<file path="src/rtl/cnt_pkg.sv">
// Package: types shared by the counter blocks.
// Assumes a fixed 4-bit state; the count length is chosen by DECADE.
package cnt_pkg;
    localparam int CNT_W = 4;

    // Synchronous operating mode after the clear has been ruled out.
    typedef enum logic [1:0] {
        MODE_HOLD  = 2'd0,
        MODE_COUNT = 2'd1,
        MODE_LOAD  = 2'd2
    } cnt_mode_e;
endpackage

</file>
<file path="src/rtl/cnt_mode_sel.sv">
// Module: cnt_mode_sel
// Ranks the synchronous controls into a single mode.
// Load beats count, and count beats hold.
// Assumes the clear is handled outside this block, at the register.
module cnt_mode_sel
    import cnt_pkg::*;
(
    input  logic      load_n,
    input  logic      en_par,
    input  logic      en_trk,
    output cnt_mode_e mode
);
    // Purpose: apply the fixed precedence load > count > hold.
    always_comb begin
        if (!load_n)
            mode = MODE_LOAD;
        else if (en_par && en_trk)
            mode = MODE_COUNT;
        else
            mode = MODE_HOLD;
    end
endmodule

</file>
<file path="src/rtl/cnt_next.sv">
// Module: cnt_next
// Works out the next counter state for the selected mode.
// DECADE=1 gives the BCD loop, with fixed exits from the six unused codes.
// DECADE=0 gives a plain binary wrap.
// Assumes CNT_W is 4.
module cnt_next
    import cnt_pkg::*;
#(
    parameter bit DECADE = 1'b1
) (
    input  logic [CNT_W-1:0] cur,
    input  logic [CNT_W-1:0] din,
    input  cnt_mode_e        mode,
    output logic [CNT_W-1:0] nxt
);
    logic [CNT_W-1:0] inc;

    generate
        if (DECADE) begin : g_dec
            // Purpose: BCD increment plus the recovery path from unused codes.
            always_comb begin
                case (cur)
                    4'd9:    inc = 4'd0;
                    4'd10:   inc = 4'd11;
                    4'd11:   inc = 4'd6;
                    4'd12:   inc = 4'd13;
                    4'd13:   inc = 4'd4;
                    4'd14:   inc = 4'd15;
                    4'd15:   inc = 4'd2;
                    default: inc = cur + 4'd1;
                endcase
            end
        end else begin : g_bin
            // Purpose: binary increment that wraps naturally at 15.
            always_comb inc = cur + 4'd1;
        end
    endgenerate

    // Purpose: choose load, increment or hold.
    always_comb begin
        unique case (mode)
            MODE_LOAD:  nxt = din;
            MODE_COUNT: nxt = inc;
            default:    nxt = cur;
        endcase
    end
endmodule

</file>
<file path="src/rtl/cnt_tc_decode.sv">
// Module: cnt_tc_decode
// Terminal-count flag: fully decodes the top state and ANDs it with en_trk.
// It is combinational, so it may glitch; use it as an enable, not as a clock.
module cnt_tc_decode
    import cnt_pkg::*;
#(
    parameter bit DECADE = 1'b1
) (
    input  logic [CNT_W-1:0] cur,
    input  logic             en_trk,
    output logic             tc
);
    localparam logic [CNT_W-1:0] TOP = DECADE ? 4'd9 : 4'd15;

    // Purpose: full decode of the top count, gated by the trickle enable.
    always_comb tc = en_trk && (cur == TOP);
endmodule

</file>
<file path="src/rtl/sync_preset_counter.sv">
// Module: sync_preset_counter (top)
// A presettable 4-bit up-counter, decade or binary according to DECADE.
// clr_n clears the state at once, without the clock. Load, count and hold
// act on the rising edge of clk.
// Assumes din and the enables are steady around the rising edge.
module sync_preset_counter
    import cnt_pkg::*;
#(
    parameter bit DECADE = 1'b1
) (
    input  logic             clk,
    input  logic             clr_n,
    input  logic             load_n,
    input  logic [CNT_W-1:0] din,
    input  logic             en_par,
    input  logic             en_trk,
    output logic [CNT_W-1:0] q,
    output logic             tc
);
    cnt_mode_e        mode;
    logic [CNT_W-1:0] state_q;
    logic [CNT_W-1:0] state_d;

    cnt_mode_sel u_mode (
        .load_n (load_n),
        .en_par (en_par),
        .en_trk (en_trk),
        .mode   (mode)
    );

    cnt_next #(.DECADE(DECADE)) u_next (
        .cur  (state_q),
        .din  (din),
        .mode (mode),
        .nxt  (state_d)
    );

    // Purpose: state register with the immediate active-low clear.
    always_ff @(posedge clk or negedge clr_n) begin
        if (!clr_n)
            state_q <= '0;
        else
            state_q <= state_d;
    end

    cnt_tc_decode #(.DECADE(DECADE)) u_tc (
        .cur    (state_q),
        .en_trk (en_trk),
        .tc     (tc)
    );

    assign q = state_q;
endmodule

</file>
<file path="config.mk">
export PLATFORM = sky130hd
export DESIGN_NAME = sync_preset_counter
export DESIGN_NICKNAME = d
export VERILOG_FILES = /design/src/rtl/cnt_pkg.sv /design/src/rtl/cnt_mode_sel.sv /design/src/rtl/cnt_next.sv /design/src/rtl/cnt_tc_decode.sv /design/src/rtl/sync_preset_counter.sv
export SDC_FILE = /design/constraint.sdc
export NUM_CORES = 1
export LEC_CHECK = 0
export BUFFER_PORTS_ARGS = -buffer_cell sky130_fd_sc_hd__buf_4
export CORE_AREA = 5 5 42 44
export DETAILED_ROUTE_END_ITERATION = 12
export DIE_AREA = 0 0 47 49
export SLEW_MARGIN = 20
export SYNTH_ARGS = -nofsm -noshare
export SYNTH_HDL_FRONTEND = slang
export SYNTH_SLANG_ARGS = --single-unit
</file>
<file path="constraint.sdc">
create_clock -name clk -period 2.4 [get_ports clk]
set_clock_uncertainty 0.2 [all_clocks]
set_input_delay 0.24 -clock clk [delete_from_list [all_inputs] [get_ports clk]]
set_output_delay 0.24 -clock clk [all_outputs]
set_load 0.005 [all_outputs]
</file>
# Word-level counts from Yosys, hierarchy flattened
# Index checks and enable logic that the tools add are counted.
[totals]
word_cells = 18
ff_bits = 4
[op_classes]
n_reduce_logical = 3
addsub = 1
eq_ne = 9
n_mux = 4
[ops]
columns = ["op", "n"]
rows = [
  ["equality test 4 bit (second input constant)", 7],
  ["one-hot mux 4 bit (7 select lines)", 1],
  ["one-hot mux 4 bit (2 select lines)", 1],
  ["adder 4 x 1 -> 4 bit (second input constant)", 1],
  ["equality test 2 x 1 -> 1 bit (second input constant)", 1],
  ["equality test 2 bit (second input constant)", 1],
  ["logical AND 1 bit", 2],
  ["two-way mux 2 bit", 1],
  ["nonzero test 2 bit", 1],
  ["two-way mux 1 bit", 1],
]

# Logic depth before layout (Yosys ltp)
[depth]
word_depth = 5
depth_mapped = 5
depth_no_buf = 5

# Cells and area by module
# Synthesis repeated with hierarchy kept, for this count alone.
[unflattened]
hier_cells = 45
area_unflattened_um2 = 400.4
[by_module_without_submodules]
columns = ["mod", "seq_area_each_um2", "area_each_um2", "n_inst", "cells_per_inst"]
rows = [
  ["cnt_next", 0.0, 277.8, 1, 37],
  ["sync_preset_counter", 100.1, 100.1, 1, 4],
  ["cnt_tc_decode", 0.0, 12.5, 1, 2],
  ["cnt_mode_sel", 0.0, 10.0, 1, 2],
]

# Least setup slack after synthesis
# Ideal clock, no wire load.
[synth_path]
path_type = "register -> register"
start = "register state_q[0] (netlist: q[0])"
end = "register state_q[0] (netlist: q[0])"
stages_incl_launch_ff = 6
setup_time_ns = 0.135
path_slack_ns = 0.753
required_time_ns = 2.065
n_path_buf = 0
arrival_time_ns = 1.311
cell_sequence = "dfrtp_1 -> inv_1 -> ha_1 -> a21o_1 -> a221oi_1 -> o22ai_1"
[synth_between]
elab_chain_cells = 3
elab_cells_between_ends = 10
cone_classes = "1 x add/sub; 7 x eq/ne; 2 x mux"
[synth_lines]
columns = ["item", "line", "rtl"]
rows = [
  ["from (decl)", "sync_preset_counter.sv:21", "logic [CNT_W-1:0] state_q;"],
  ["from (signal assigned)", "sync_preset_counter.sv:43", "state_q <= state_d;"],
  ["adder 4 x 1 -> 4 bit / equality test 4 bit (equally long branches)", "cnt_next.sv:30, cnt_next.sv:22", ""],
  ["one-hot mux 4 bit (7 select lines) *", "cnt_next.sv:22", "case (cur)"],
  ["one-hot mux 4 bit (2 select lines) *", "cnt_next.sv:41", "unique case (mode)"],
]
# Every way passes the cells marked *; elsewhere a longest branch is shown, timed or not.
# A chain may end at the register's enable or synchronous reset.

# Worst setup path after layout
[layout_path]
start = "register state_q[1] (netlist: q[1])"
end = "output tc"
[layout_between]
elab_chain_cells = 2
[layout_lines]
columns = ["item", "line", "rtl"]
rows = [
  ["equality test 4 bit", "cnt_tc_decode.sv:16", "always_comb tc = en_trk && (cur == TOP);"],
  ["logical AND 1 bit", "cnt_tc_decode.sv:16", ""],
  ["to (decl)", "sync_preset_counter.sv:18", "output logic tc"],
]
# Every way passes these cells.

==> results.py <==
metrics = {
    "synth": {
        "syn-instance-count": 44,
        "syn_area_sq_um": 374,
        "synth-edff-count": 0,
        "yosys_warnings": 0,
        "ys_types": 22,
        "synth_area_leader_cell": "dfrtp_1",
        "async_flop_share": 1.00,
        "synth_seq_cells": 4,
        "syn_nets": 57,
        "synthTopCellsByArea": "dfrtp_1 27%, ha_1 13%, o21ai_0 8.0%",
        "synth.top_cell.area_share": 0.268,
        "yosysSeqAreaShare": 0.268,
        "ys.flop_type": "dfrtp_1",
        "syn_area_per_cell_sq_um": 8.50,
    },
    "layout": {
        "largest_reg_flops": 4,
        "diodes": 0,
        "final_common_cell": "buf_4",
        "drive_above_1_share": 0.322,
        "syn_to_final_growth_pct": 35.8,
        "layout_common_cells": "13 x buf_4, 7 x inv_1, 6 x o21ai_0, 4 x ha_1, 4 x dfrtp_1",
        "fin_nets": 74,
        "n_fill_cell": 151,
        "regArea_sq_um": 100,
        "multiInputGateArea_sq_um": 231,
    },
    "grt": {
        "grt_antenna_before_repair": 0,
        "grt_start_max_net_pins": 12,
        "grt_pass1_vias": 359,
        "gr-total-overflow": 0,
        "track_usage": 0.0930,
        "grt_pass1_wl_um": 1550,
    },
    "critical_path": {
        "critPathLaunchType": "flop",
        "path_cells": "inv_1, ha_1, and4_2, buf_4",
        "reg2reg_from": "q[0]",
        "setup.worst_path.class": "reg2out",
        "slowest_stage": "dfrtp_1",
        "reg2reg_slack_ns": 0.61,
        "cp_max_fo": 6,
        "rr_endpoint": "q[0]",
        "arrival_ns": 1.35,
        "crit_required_ns": 1.96,
        "reg2regPathDepth": 5,
        "endpoint_kind": "output pin",
        "worst_path_largest_cell_delay_ns": 0.42,
    },
    "power_and_ir_drop": {
        "p_sw_uw": 80.4,
        "ir_worst_vdd_uv": 411,
        "power.share.sequential": 0.358,
        "p_sw_frac": 0.315,
        "power.density_nw_per_um2": 502,
        "pwr-share-comb": 0.320,
        "power_leakage_nw": 0.263,
        "p_clk_frac": 0.323,
        "internal_power_uw": 175,
    },
    "clocking": {
        "clock-sinks": 4,
        "cts_resized": 0,
        "cts_buffers": 3,
        "cts_tree": "yes",
        "clkTransAtPathRegs_ns": 0.04,
        "clk_latency_ns": 0.24,
        "root_buffer": "clkbuf_4",
        "cts_max_path_buffers": 2,
        "htreeDepth": 1,
    },
    "place": {
        "gp_congestion": 0.800,
        "io_buffers": 13,
        "dp.final_hpwl_um": 743,
        "pre_cts_ws_ns": 0.610,
    },
    "sta": {
        "tightest_slew_ns": 0.312,
        "slew_headroom": 0.792,
        "report.final.setup_viol": 0,
        "setup_tns_ns": 0,
        "min_period_ns": 1.79,
        "post-route-period-util": 0.745,
        "timing.final.ws_setup_ns": 0.612,
        "max_clock_freq_mhz": 559,
        "timing_max_transition_violations_final": 0,
        "hold_viol": 0,
        "rsz0062_at_grt": "no",
    },
    "drt": {
        "drt_wl_total_um": 922,
        "wl_per_cell_um": 12.3,
        "drt_iter0_drc": 7,
        "firstDrtPassIters": 4,
        "num_vias": 400,
        "vias_per_cell": 5.33,
        "route.detailed.drc": 0,
        "ant_nets": 0,
    },
    "floorplan": {
        "rows": 14,
        "num_io_pins": 14,
        "die_w_um": 47,
        "start_util": 0.267,
        "core_area_sq_um": 1400,
        "die_h_um": 49,
        "fp.dieArea_sq_um": 2300,
    },
    "hold_path": {
        "hold-path-endpoint": "q[2]",
        "hp-start": "din[2]",
        "worstHoldPathType": "in2reg",
        "min_path_cells": 3,
    },
    "flow_run": {
        "max_cap_viol_count": 0,
    },
    "run_status": {
        "status": "finished, final reports clean",
    },
}
per-layer routing:
metal	GRT usage	up-vias	routed length, um
li1	-	195	-
met1	0.121	186	410
met2	0.115	19	379
met3	0.0849	0	132
met4	0.0138	0	0
met5	0	-	0
synthesized netlist by cell type (2+ instances only):
cell	instances
inv_1	7
o21ai_0	6
dfrtp_1	4
ha_1	4
a21oi_1	3
and3_1	3
o22ai_1	2
worst max-delay path by stage:
stage          startpoint    to  slack, ns  depth (start not counted)
2_1_floorplan        q[0]  q[0]       0.75                          5
3_3_place_gp         q[0]  q[0]       0.69                          5
3_5_place_dp         q[0]  q[0]       0.61                          5
4_1_cts              q[0]  q[0]       0.59                          5
5_1_grt              q[1]    tc       0.51                          4
6_report             q[1]    tc       0.61                          4
critical path: cells and delay by family (launching register included):
family	cells	cell delay (ns)
adders and majority gates	1	0.23
and+or+nand+nor	1	0.23
DFF	1	0.42
buffers and inverters	2	0.22
logic make-up (layout without fill, tap and decap cells):
group / count (synthesis) / count (layout) / synth area share
adder cells (fa/ha/maj): 4 / 4 / 0.134
buffers and inverters: 9 / 24 / 0.114
AO/OA/AOI/OAI: 18 / 18 / 0.321
AND/OR/NAND/NOR: 9 / 9 / 0.164
flip-flops: 4 / 4 / 0.268
final cells by class:
cell class | count | share of cell area
tap | 16 | 0.0394
inverter | 7 | 0.0517
timing repair buffer | 14 | 0.212
multi-input combinational | 31 | 0.456
sequential | 4 | 0.197
clock buffer | 3 | 0.0443
metrics by stage:
stage,total power [mW],area (sq um),std cells,hold slack (ns),util
final,0.255,508,75,0.0622,0.363
after global routing,0.277,508,75,0.0663,0.363
after CTS,0.260,508,75,0.0530,0.363
after detailed placement,0.172,475,71,-0.159,0.339
after global placement,0.173,475,71,-0.160,0.339
after floorplan,0.140,374,44,-0.256,-
power by group through the flow:
stage | clock network [mW] | logic, mW | registers, mW
6_report | 0.0823 | 0.0816 | 0.0913
2_1_floorplan | 0 | 0.0534 | 0.0861
5_1_grt | 0.0910 | 0.0928 | 0.0931
3_5_place_dp | 0 | 0.0803 | 0.0915
4_1_cts | 0.0877 | 0.0819 | 0.0908
3_3_place_gp | 0 | 0.0809 | 0.0916
repair_timing:
action | CTS | global route
buffers inserted | 0 | 0
hold buffers | 1 | 0
hold endpoints to repair | 4 | 0
(Power assumes the default switching activity.)
